File: src/rtl/cfg_scan_pkg.sv
// Shared types and constants for the configuration record scanner.
// Assumes: 32-bit storage words, 48-bit station address.
package cfg_scan_pkg;

    localparam int unsigned WORD_W   = 32;
    localparam int unsigned STA_W    = 48;
    localparam logic [7:0]  KEY_BYTE = 8'h5A;

    typedef enum logic [1:0] {
        SC_IDLE  = 2'd0,
        SC_ISSUE = 2'd1,
        SC_WAIT  = 2'd2,
        SC_FIN   = 2'd3
    } scan_state_t;

    typedef struct packed {
        logic [WORD_W-1:0] hi;
        logic [WORD_W-1:0] lo;
    } sta_words_t;

endpackage

File: src/rtl/cfg_read_engine.sv
// Read engine: issues one single-cycle word read per 'go' and waits for the reply.
// It reports either resp_ok with the data, or resp_fail. A failure is an error
// reply, no reply within TIMEOUT cycles (the request cycle counts as the first),
// or a misaligned address, which is rejected without a request.
// Assumes: 'go' is only raised when no read is outstanding.
module cfg_read_engine #(
    parameter int unsigned ADDR_W  = 24,
    parameter int unsigned TIMEOUT = 16
) (
    input  logic              clk,
    input  logic              rst_n,
    input  logic              go,
    input  logic [ADDR_W-1:0] addr_in,
    output logic              rd_req,
    output logic [ADDR_W-1:0] rd_addr,
    input  logic              rd_ack,
    input  logic              rd_err,
    input  logic [31:0]       rd_data,
    output logic              resp_ok,
    output logic              resp_fail,
    output logic [31:0]       resp_data
);
    localparam int unsigned CNT_W = $clog2(TIMEOUT + 1);
    localparam logic [CNT_W-1:0] CNT_LAST = CNT_W'(TIMEOUT - 1);

    logic             waiting;
    logic [CNT_W-1:0] wait_cnt;
    logic             misaligned;

    assign misaligned = (addr_in[1:0] != 2'b00);

    // Request issue, response capture and timeout counting.
    always_ff @(posedge clk) begin
        if (!rst_n) begin
            rd_req    <= 1'b0;
            rd_addr   <= '0;
            waiting   <= 1'b0;
            wait_cnt  <= '0;
            resp_ok   <= 1'b0;
            resp_fail <= 1'b0;
            resp_data <= '0;
        end else begin
            rd_req    <= 1'b0;
            resp_ok   <= 1'b0;
            resp_fail <= 1'b0;
            if (go) begin
                if (misaligned) begin
                    resp_fail <= 1'b1;
                end else begin
                    rd_req   <= 1'b1;
                    rd_addr  <= addr_in;
                    waiting  <= 1'b1;
                    wait_cnt <= '0;
                end
            end else if (waiting) begin
                if (rd_ack) begin
                    waiting <= 1'b0;
                    if (rd_err) begin
                        resp_fail <= 1'b1;
                    end else begin
                        resp_ok   <= 1'b1;
                        resp_data <= rd_data;
                    end
                end else if (wait_cnt == CNT_LAST) begin
                    waiting   <= 1'b0;
                    resp_fail <= 1'b1;
                end else begin
                    wait_cnt <= wait_cnt + 1'b1;
                end
            end
        end
    end

endmodule

File: src/rtl/cfg_rec_decoder.sv
// Record decoder: classifies each returned word as a marker, a value or an end
// marker, and keeps the two station-address words.
// Assumes: 'clr' and 'word_vld' are never high in the same cycle.
module cfg_rec_decoder
    import cfg_scan_pkg::*;
#(
    parameter logic [15:0] STA_OFS = 16'h0140
) (
    input  logic        clk,
    input  logic        rst_n,
    input  logic        clr,
    input  logic        word_vld,
    input  logic [31:0] word,
    output logic        end_of_data,
    output sta_words_t  sta_words
);
    localparam logic [15:0] STA_OFS_HI = STA_OFS + 16'd4;

    logic        pend;
    logic [15:0] pend_ofs;
    logic        is_key;

    assign is_key      = (word[7:0] == KEY_BYTE);
    assign end_of_data = word_vld && !pend && !is_key;

    // Marker tracking and capture of the two address words.
    always_ff @(posedge clk) begin
        if (!rst_n) begin
            pend      <= 1'b0;
            pend_ofs  <= '0;
            sta_words <= '0;
        end else if (clr) begin
            pend      <= 1'b0;
            sta_words <= '0;
        end else if (word_vld) begin
            if (pend) begin
                if (pend_ofs == STA_OFS) begin
                    sta_words.lo <= word;
                end else if (pend_ofs == STA_OFS_HI) begin
                    sta_words.hi <= word;
                end
                pend <= 1'b0;
            end else if (is_key) begin
                pend     <= 1'b1;
                pend_ofs <= word[31:16];
            end
        end
    end

endmodule

File: src/rtl/cfg_addr_check.sv
// Address assembly and check: places byte 0 in the top byte and flags all-zero
// or group addresses as invalid. Purely combinational.
module cfg_addr_check
    import cfg_scan_pkg::*;
(
    input  sta_words_t         sta_words,
    output logic [STA_W-1:0]   station_addr,
    output logic               addr_valid
);
    localparam int unsigned NBYTES = STA_W / 8;

    logic [NBYTES-1:0] byte_nz;

    assign station_addr = {sta_words.hi[15:0], sta_words.lo};

    // One non-zero detector per address byte.
    for (genvar b = 0; b < NBYTES; b++) begin : g_nz
        assign byte_nz[b] = |station_addr[8*b +: 8];
    end

    // Byte 0 sits in [47:40]; its bit 0 is the group bit.
    assign addr_valid = (|byte_nz) && !station_addr[STA_W-8];

endmodule

File: src/rtl/cfg_record_scanner.sv
// Top of the configuration record scanner. A sequencer steps the read engine
// through storage, feeds each word to the record decoder, and ends on an end
// marker or a failed read.
// Assumes: start is a pulse; the storage side answers each request at most once.
module cfg_record_scanner
    import cfg_scan_pkg::*;
#(
    parameter int unsigned ADDR_W  = 24,
    parameter int unsigned TIMEOUT = 16,
    parameter logic [15:0] STA_OFS = 16'h0140
) (
    input  logic              clk,
    input  logic              rst_n,
    input  logic              start,
    input  logic [ADDR_W-1:0] base_addr,
    output logic              busy,
    output logic              done,
    output logic              addr_valid,
    output logic [47:0]       station_addr,
    output logic              rd_req,
    output logic [ADDR_W-1:0] rd_addr,
    input  logic              rd_ack,
    input  logic              rd_err,
    input  logic [31:0]       rd_data
);
    scan_state_t       state;
    logic [ADDR_W-1:0] cur_addr;
    logic              accept;
    logic              go;
    logic              resp_ok;
    logic              resp_fail;
    logic [31:0]       resp_data;
    logic              end_of_data;
    sta_words_t        sta_words;

    assign accept = (state == SC_IDLE) && start;
    assign go     = (state == SC_ISSUE);
    assign busy   = (state != SC_IDLE);
    assign done   = (state == SC_FIN);

    // Scan sequencer: issue, wait, decide to continue or finish.
    always_ff @(posedge clk) begin
        if (!rst_n) begin
            state    <= SC_IDLE;
            cur_addr <= '0;
        end else begin
            unique case (state)
                SC_IDLE: begin
                    if (start) begin
                        cur_addr <= base_addr;
                        state    <= SC_ISSUE;
                    end
                end
                SC_ISSUE: state <= SC_WAIT;
                SC_WAIT: begin
                    if (resp_fail) begin
                        state <= SC_FIN;
                    end else if (resp_ok) begin
                        if (end_of_data) begin
                            state <= SC_FIN;
                        end else begin
                            cur_addr <= cur_addr + ADDR_W'(4);
                            state    <= SC_ISSUE;
                        end
                    end
                end
                SC_FIN: state <= SC_IDLE;
                default: state <= SC_IDLE;
            endcase
        end
    end

    cfg_read_engine #(
        .ADDR_W  (ADDR_W),
        .TIMEOUT (TIMEOUT)
    ) u_rd (
        .clk       (clk),
        .rst_n     (rst_n),
        .go        (go),
        .addr_in   (cur_addr),
        .rd_req    (rd_req),
        .rd_addr   (rd_addr),
        .rd_ack    (rd_ack),
        .rd_err    (rd_err),
        .rd_data   (rd_data),
        .resp_ok   (resp_ok),
        .resp_fail (resp_fail),
        .resp_data (resp_data)
    );

    cfg_rec_decoder #(
        .STA_OFS (STA_OFS)
    ) u_dec (
        .clk         (clk),
        .rst_n       (rst_n),
        .clr         (accept),
        .word_vld    (resp_ok),
        .word        (resp_data),
        .end_of_data (end_of_data),
        .sta_words   (sta_words)
    );

    cfg_addr_check u_chk (
        .sta_words    (sta_words),
        .station_addr (station_addr),
        .addr_valid   (addr_valid)
    );

endmodule

File: config.mk
export PLATFORM = sky130hd
export DESIGN_NAME = cfg_record_scanner
export DESIGN_NICKNAME = d
export VERILOG_FILES = /design/src/rtl/cfg_scan_pkg.sv /design/src/rtl/cfg_read_engine.sv /design/src/rtl/cfg_rec_decoder.sv /design/src/rtl/cfg_addr_check.sv /design/src/rtl/cfg_record_scanner.sv
export SDC_FILE = /design/constraint.sdc
export NUM_CORES = 1
export LEC_CHECK = 0
export BUFFER_PORTS_ARGS = -buffer_cell sky130_fd_sc_hd__buf_4
export CAP_MARGIN = 30
export CORE_AREA = 3 3 113 115
export DETAILED_ROUTE_END_ITERATION = 8
export DIE_AREA = 0 0 116 118
export PLACE_DENSITY = 0.76
export SETUP_SLACK_MARGIN = 0.2
export SLEW_MARGIN = 30
export SYNTH_ARGS = -nofsm -noshare
export SYNTH_HDL_FRONTEND = slang
export SYNTH_SLANG_ARGS = --single-unit
File: constraint.sdc
create_clock -name clk -period 2.1 [get_ports clk]
set_input_delay 0.315 -clock clk [delete_from_list [all_inputs] [get_ports clk]]
set_output_delay 0.315 -clock clk [all_outputs]
set_load 0.05 [all_outputs]
==> results of run 1 <==
-- layer usage --
metal	track usage, %	vias up	part of all wire [%]
met5	0	-	0
met1	33.15	2895	42
li1	-	2909	-
met3	5.501	43	7.0
met4	11.46	0	2.8
met2	39.42	240	48
-- synth_stat cells (all sizes together), types with 8 or more instances --
master	number	area (um^2)
nand2	191	719.4
dfxtp	156	3123
a21oi	115	575.6
nor2	78	295.3
mux2i	35	350.3
clkbuf	33	126.4
buf	20	111.4
nand3	16	80.08
nor4	14	108.9
nand4	12	90.09
o21ai	12	60.05
a31oi	11	68.82
nor3	8	40.04
-- report_power, final --
part	switching [mW]	total [mW]	leakage (nW)	internal, mW
registers	0.0986	3.13	1.27	3.04
logic	0.350	0.585	1.89	0.235
clock network	1.24	2.94	0.263	1.69
total	1.69	6.66	3.42	4.96
-- cell families (layout without fill, tap and decap cells) --
| logic type | Yosys count | after routing | share of synthesized area, % |
|---|---|---|---|
| simple gates | 360 | 360 | 25.72 |
| compound gates | 161 | 161 | 14.48 |
| flops | 156 | 156 | 49.30 |
| buf+inv | 59 | 195 | 4.108 |
| mux | 35 | 35 | 5.530 |
| fa+ha+maj | 3 | 3 | 0.5926 |
| xor+xnor | 2 | 2 | 0.2766 |
-- critical path, stage by stage, from the launching register on --
cell and delay [ns]:
dfxtp_2 0.36, nor4_4 0.34, nand4_1 0.17, nor3_2 0.25, nor2_2 0.06, buf_6 0.15
-- timing repair --
action | 4_1_cts | 5_1_grt
buffers inserted | 1 | 2
setup endpoints to repair | 3 | 16
pin swaps | 6 | 8
gates cloned | 0 | 0
resized for setup | 12 | 29
endpoints found under the hold margin | 0 | 0
hold buffers | 0 | 0
-- sequential cells by signal (all words and copies together) (netlist names), 2 cells and up --
signal,cells
u_dec.sta_words,48
u_rd.resp_data,32
cur_addr,24
u_rd.rd_addr,24
u_dec.pend_ofs,16
u_rd.wait_cnt,5
state,2
-- per-stage QoR --
| stage | worst slack, ns | area [um^2] | hold WS, ns |
|---|---|---|---|
| after floorplan | 0.2151 | 6335 | 0.4407 |
| after global placement | 0.3047 | 7478 | 0.4444 |
| after detailed placement | 0.2016 | 7478 | 0.4486 |
| after CTS | 0.07378 | 8129 | 0.1211 |
| after global routing | -0.003614 | 8273 | 0.1313 |
| final | 0.03483 | 8273 | 0.1259 |
-- worst paths after layout --
check / startpoint / to / slack [ns] / cells past startpoint
worst max-delay path: u_dec.sta_words[34] / addr_valid / 0.03 / 5
worst min-delay path: base_addr[1] / cur_addr[1] / 0.13 / 3
worst max register to register: cur_addr[2] / cur_addr[20] / 0.30 / 7
worst min register to register: u_rd.rd_addr[8] / u_rd.rd_addr[8] / 0.45 / 2
-- final cells by class --
class,count,area [um^2],area share (%)
Sequential cell,156,3143,37.99
Inverter,6,22.52,0.2722
Clock buffer,19,452.9,5.475
Clock inverter,13,120.1,1.452
Timing Repair Buffer,157,1207,14.59
Tap cell,147,183.9,2.223
Multi-Input combinational cell,561,3143,37.99
==> metrics.yaml, run 1 <==
syn_nets: 840
diodes: 0
rows: 40
synth_top_flop_cell: "dfxtp_1"
status: "complete, no violations"
cellPowerDensity_nw_per_um2: 804.6
port_buffers: 136
cp.arrival_ns: 1.75
grt_pass1_wl_mm: 27.77
final_cell_mix: "190 x nand2_1, 154 x buf_4, 146 x dfxtp_1"
fin_skew_ns: 0.009627
die_h_um: 118
async_reset_ff_share_pct: 0
coreArea_um2: 11910
ys_seq_area_share_pct: 49.30
drt_iter0_markers: 549
grt_start_max_net_pins: 51
worstSetupPathType: "flop to output pin"
yosysUniqueCellTypes: 55
drt_wl_total_mm: 17.56
drive_gt1_share_pct: 25.99
leakagePower_nw: 3.423
tns_ns: 0
yosys_register_bits: 156
gp_congestion: 0.8598
clock_latency_ns: 0.43
syn_area_per_cell_um2: 8.163
clockBufferDepth: 2
grt_overflow_total: 0
fin_crit_ns: 2.065
drtAntennaViolNets: 0
dp_hpwl_mm: 11.57
grtUsageTotal_pct: 25.23
fin_crit_sh_pct: 98.34
cap_viol_max_count: 0
cts.root.buffer_cell: "clkbuf_16"
dr.pass1.iters: 5
required_ns: 1.78
drc: 0
vdd_drop_max_uv: 577.8
final_common_cell: "nand2_1"
tightest_slew_ns: 0.5266
syn_area_um2: 6335
initial_core_util_pct: 53.18
synth-edff-count: 0
vias: 6087
cts_sinks: 156
nNetsFinal: 963
ys_warn_count: 0
cts-buffers-inserted: 17
endpoint_kind: "output pin"
cts_tree: "yes"
instances_no_fill: 1059
cp_max_fo: 3
worst_setup_path_start_kind: "flop"
die_w_um: 116
hp-class: "input pin to flop"
fin_util_pct: 69.45
dpl.cell_count: 1024
slew_violations: 0
finalHoldViolCount: 0
power_mw: 6.656
syn2layout_area_growth_pct: 30.59
viasPerCell: 5.748
relSlewSlack_pct: 64.89
io-pin-count: 137
antenna_found_initial: 0
fillers: 946
die-area_um2: 13690
syn_inst: 776
clkTransAtPathRegs_ns: 0.07
grt_pass1_vias: 5694
htree_levels: 4
max_freq_mhz: 484.2
setup_viol: 0
wl_per_cell_um: 16.58
rsz0062_at_grt: "yes"
No activity file was read; power rests on OpenSTA's default activity.
==> run 2: changes to the inputs <==
--- a/config.mk
+++ b/config.mk
@@ -7,10 +7,10 @@
 export LEC_CHECK = 0
 export BUFFER_PORTS_ARGS = -buffer_cell sky130_fd_sc_hd__buf_4
 export CAP_MARGIN = 30
-export CORE_AREA = 3 3 113 115
+export CORE_AREA = 3 3 118 120
 export DETAILED_ROUTE_END_ITERATION = 8
-export DIE_AREA = 0 0 116 118
-export PLACE_DENSITY = 0.76
+export DIE_AREA = 0 0 121 123
+export PLACE_DENSITY = 0.73
 export SETUP_SLACK_MARGIN = 0.2
 export SLEW_MARGIN = 30
 export SYNTH_ARGS = -nofsm -noshare
==> constraint.sdc (replaced) <==
create_clock -name clk -period 1.8 [get_ports clk]
set_input_delay 0.27 -clock clk [delete_from_list [all_inputs] [get_ports clk]]
set_output_delay 0.27 -clock clk [all_outputs]
set_load 0.05 [all_outputs]
==> metrics.yaml, run 2 (synthesis results as in run 1) <==
cp_slowest_cell: "dfxtp_2"
endpoint_kind: "output pin"
setup_viol: 10
initial_core_util_pct: 48.41
setup_ws_ns: -0.3833
finalHoldViolCount: 0
critPathMaxStageDelay_ns: 0.34
cellPowerDensity_nw_per_um2: 862.0
grt_start_max_net_pins: 51
largest_reg_flops: 48
cts_tree: "yes"
relSlewSlack_pct: 73.85
die_w_um: 121
io-pin-count: 137
syn2layout_area_growth_pct: 49.89
final_cell_mix: "178 x buf_4, 155 x nand2_1, 131 x dfxtp_1"
top_regs: "u_dec.sta_words: 48 flops, u_rd.resp_data: 32 flops"
max_freq_mhz: 458.0
dp_hpwl_mm: 11.71
placed_area_um2: 7860
wl_per_cell_um: 17.85
rows: 42
slew_violations: 0
grt_overflow_total: 0
clock_latency_ns: 0.43
grt_pass1_wl_mm: 30.13
final_common_cell: "buf_4"
worst_setup_path_start_kind: "flop"
final_area_um2: 9495
tightest_slew_ns: 0.3916
fin_skew_ns: 0.008406
rsz0062_at_grt: "yes"
cp.arrival_ns: 1.91
power_mw: 8.185
dr.pass1.iters: 5
fin_crit_ns: 2.183
coreArea_um2: 13090
viasPerCell: 5.692
drive_gt1_share_pct: 41.38
required_ns: 1.53
crit_chain: "nor4_2 -> buf_4 -> nand4_1 -> nor3_2 -> buf_4 -> nor2_4 -> buf_6"
drc: 0
drt_wl_total_mm: 20.44
hp-class: "input pin to flop"
gp_congestion: 0.8251
cts.root.buffer_cell: "clkbuf_16"
leakagePower_nw: 4.050
die_h_um: 123
timing.hold.ws_ns: 0.08363
drtAntennaViolNets: 0
vdd_drop_max_uv: 543.7
cp_max_fo: 3
grt_pass1_vias: 5928
crit_top_cell: "buf_4"
violations: "setup timing"
regMostFlops: "u_dec.sta_words"
cts_sinks: 156
antenna_found_initial: 0
fin_crit_sh_pct: 121.3
worstSetupPathType: "flop to output pin"
vias: 6517
nNetsFinal: 1020
htree_levels: 4
die-area_um2: 14880
cap_viol_max_count: 0
grtUsageTotal_pct: 25.41
clkTransAtPathRegs_ns: 0.06
cts-buffers-inserted: 17
status: "finished with violations"
clockBufferDepth: 2
port_buffers: 136
diodes: 0
drt_iter0_markers: 544
-- run 2: cell types whose count changed in the layout (fill, tap and decap cells not counted), sizes merged --
cell      change
buf          +57
inv           +1
bufinv        +2
clkinv        -1
clkbuf        +2
clkinvlp      -4
-- run 2: cell type report --
cell class,count,area [um^2]
Timing Repair Buffer,214,1901
Clock inverter,11,142.6
Clock buffer,21,450.4
Fill cell,928,3590
Inverter,6,22.52
Sequential cell,156,3164
Multi-Input combinational cell,561,3595
Tap cell,176,220.2
-- run 2: worst paths after layout --
kind                                           from                  end  slack (ns)  cells past startpoint
worst min-delay path                   base_addr[0]          cur_addr[0]        0.08                      3
worst max-delay path            u_dec.sta_words[27]           addr_valid       -0.38                      7
worst min register to register      u_rd.rd_addr[5]      u_rd.rd_addr[5]        0.46                      2
worst max register to register    u_dec.pend_ofs[9]  u_dec.sta_words[40]       -0.07                      7
-- run 2: timing repair --
| action | CTS | global route |
|---|---|---|
| hold buffers | 0 | 0 |
| buffers inserted | 11 | 14 |
| gates resized for setup | 116 | 85 |
| gates cloned | 6 | 0 |
| setup endpoints to repair | 77 | 110 |
| pin swaps | 63 | 45 |
-- run 2: metrics by stage --
stage | util, % | instances | setup WS [ns] | setup TNS (ns)
floorplan | - | 776 | 0.1859 | 0
global placement | 60.07 | 1082 | 0.05554 | 0
detailed placement | 60.07 | 1082 | 0.06307 | 0
CTS | 69.01 | 1131 | -0.2985 | -0.2985
global route | 72.57 | 1145 | -0.4566 | -3.196
finish | 72.57 | 1145 | -0.3833 | -0.5692
-- run 2: routing by layer --
| metal | global-route usage, % | vias up | routed length [um] |
|---|---|---|---|
| met3 | 6.404 | 46 | 1485 |
| li1 | - | 3029 | - |
| met4 | 8.640 | 0 | 446 |
| met2 | 43.07 | 290 | 10300 |
| met5 | 0 | - | 0 |
| met1 | 31.68 | 3152 | 8211 |
-- run 2: critical path: cells and delay by family, from the launching register on --
| kind | cells | cell delay [ns] |
|---|---|---|
| flip-flops | 1 | 0.34 |
| buffers and inverters | 3 | 0.47 |
| AND/OR/NAND/NOR | 4 | 0.68 |
-- run 2: power by group --
group	leakage, nW	internal (mW)	total, mW	switching [mW]
logic	2.49	0.384	0.873	0.489
clock network	0.287	2.21	3.66	1.45
registers	1.27	3.55	3.65	0.105
==> run 3: changes to the inputs <==
--- a/config.mk
+++ b/config.mk
@@ -11,7 +11,7 @@
 export DETAILED_ROUTE_END_ITERATION = 8
 export DIE_AREA = 0 0 121 123
 export PLACE_DENSITY = 0.73
-export SETUP_SLACK_MARGIN = 0.2
+export SETUP_SLACK_MARGIN = 0.15
 export SLEW_MARGIN = 30
 export SYNTH_ARGS = -nofsm -noshare
 export SYNTH_HDL_FRONTEND = slang
==> metrics.yaml, run 3 (synthesis results as in run 1) <==
hold_buffers: 0
clkTransAtPathRegs_ns: 0.07
tns_ns: -4.355
fillers: 821
antenna_found_initial: 0
top_regs: "u_dec.sta_words: 48 flops, u_rd.resp_data: 32 flops"
io-pin-count: 137
path_buf_inv: 1
fin_crit_sh_pct: 122.6
hold_start: "base_addr[1]"
hp-class: "input pin to flop"
drt_iter0_markers: 527
rsz0062_at_grt: "yes"
whs_path_depth: 3
drc: 0
timing.hold.ws_ns: 0.07939
wl_per_cell_um: 19.80
cp_slowest_cell: "nor4_4"
worst_setup_path_start_kind: "flop"
dr.pass1.iters: 7
tightest_slew_ns: 0.4580
gp_congestion: 0.8138
worstSetupPathType: "flop to output pin"
grt_start_max_net_pins: 50
viasPerCell: 5.783
cts.root.buffer_cell: "clkbuf_16"
cp_top_family: "simple AND/OR/NAND/NOR gates"
required_ns: 1.53
endpoint_kind: "output pin"
largest_reg_flops: 48
final_common_cell: "buf_4"
initial_core_util_pct: 48.41
clock_latency_ns: 0.44
dp_hpwl_mm: 11.75
max_freq_mhz: 453.1
grtUsageTotal_pct: 27.25
die-area_um2: 14880
r2r_end: "u_dec.sta_words[16]"
leakagePower_nw: 4.392
min_to: "cur_addr[1]"
grt_pass1_vias: 6120
cap_viol_max_count: 0
crit_chain: "nor4_4 -> nand4_1 -> nor3_2 -> nor2_2 -> buf_6"
grt_overflow_total: 0
drive_gt1_share_pct: 44.58
vias: 6726
multi_input_area_um2: 3744
syn2layout_area_growth_pct: 57.42
violations: "setup timing"
regMostFlops: "u_dec.sta_words"
r2r-start: "u_dec.pend_ofs[9]"
fin_crit_ns: 2.207
setup_ws_ns: -0.4073
nNetsFinal: 1040
coreArea_um2: 13090
reg2reg_slack_ns: -0.23
drtAntennaViolNets: 0
critPathMaxStageDelay_ns: 0.39
cp.arrival_ns: 1.94
die_h_um: 123
htree_levels: 4
cts-buffers-inserted: 17
ff_latch_area_um2: 3169
cp_max_fo: 3
rr_worst_depth: 10
cellPowerDensity_nw_per_um2: 830.8
relSlewSlack_pct: 69.42
cts_tree: "yes"
vdd_drop_max_uv: 689.5
finalHoldViolCount: 0
port_buffers: 136
clockBufferDepth: 2
cts_sinks: 156
status: "finished with violations"
rows: 42
grt_pass1_wl_mm: 31.57
setup_viol: 34
fin_skew_ns: 0.01148
final_cell_mix: "190 x buf_4, 135 x dfxtp_1, 131 x nand2_1"
drt_wl_total_mm: 23.03
slew_violations: 0
diodes: 0
die_w_um: 121
==> run 3: changes by cell type in the layout (fill, tap and decap cells not counted), moves of 4 or more <==
cell / previous run / this run
nand2_1: 155 / 131
nand2_2: 24 / 29
dfxtp_2: 21 / 13
a21oi_2: 38 / 33
buf_4: 178 / 190
dfxtp_1: 131 / 135
nand2_4: 12 / 31
buf_16: 2 / 7
dfxtp_4: 4 / 8
==> run 3: worst max-delay path by stage <==
stage	start	endpoint	slack (ns)	depth (start not counted)
floorplan	cur_addr[17]	cur_addr[22]	0.15	6
global placement	u_dec.sta_words[35]	addr_valid	0.04	5
detailed placement	u_dec.sta_words[35]	addr_valid	0.02	5
CTS	u_dec.sta_words[24]	addr_valid	-0.23	6
global route	u_dec.sta_words[35]	addr_valid	-0.48	5
finish	u_dec.sta_words[35]	addr_valid	-0.41	5
==> run 3: what timing repair did <==
| action | CTS | global route |
|---|---|---|
| buffers inserted | 15 | 21 |
| cloned | 8 | 2 |
| hold endpoints to repair | 0 | 0 |
| setup endpoints to repair | 65 | 94 |
| pin swaps | 53 | 63 |
| gates resized for setup | 112 | 132 |
==> run 3: final cells by class <==
type	instances	share of cell area (%)
Multi-Input combinational cell	561	37.54
Sequential cell	156	31.78
Timing Repair Buffer	234	22.22
Clock buffer	23	4.893
Tap cell	176	2.208
Clock inverter	7	1.129
Inverter	6	0.2258
==> run 3: worst min-delay path, stage by stage <==
cell,delay (ns)
buf_4,0.08
mux2i_1,0.05
nor2_1,0.07
==> run 3: power breakdown <==
part           internal, mW  switching (mW)
clock                  2.31            1.41
combinational         0.428           0.507
sequential             3.54          0.0971
==> run 3: routing by layer <==
| layer | global-route usage, % | routed length, um | share of wire, % |
|---|---|---|---|
| met5 | 0 | 0 | 0 |
| met1 | 32.39 | 8885 | 39 |
| met3 | 7.045 | 1671 | 7.3 |
| met2 | 46.06 | 11400 | 50 |
| met4 | 13.17 | 1067 | 4.6 |
==> run 3: stage by stage <==
| stage | util, % | power (mW) | cells | setup slack (ns) | cell area, um^2 |
|---|---|---|---|---|---|
| floorplan | - | 4.132 | 776 | 0.1549 | 6345 |
| global placement | 60.42 | 4.463 | 1087 | 0.04098 | 7906 |
| detailed placement | 60.42 | 4.471 | 1087 | 0.01558 | 7906 |
| CTS | 70.61 | 8.152 | 1140 | -0.2327 | 9239 |
| global route | 76.21 | 8.514 | 1163 | -0.4762 | 9972 |
| finish | 76.21 | 8.285 | 1163 | -0.4073 | 9972 |
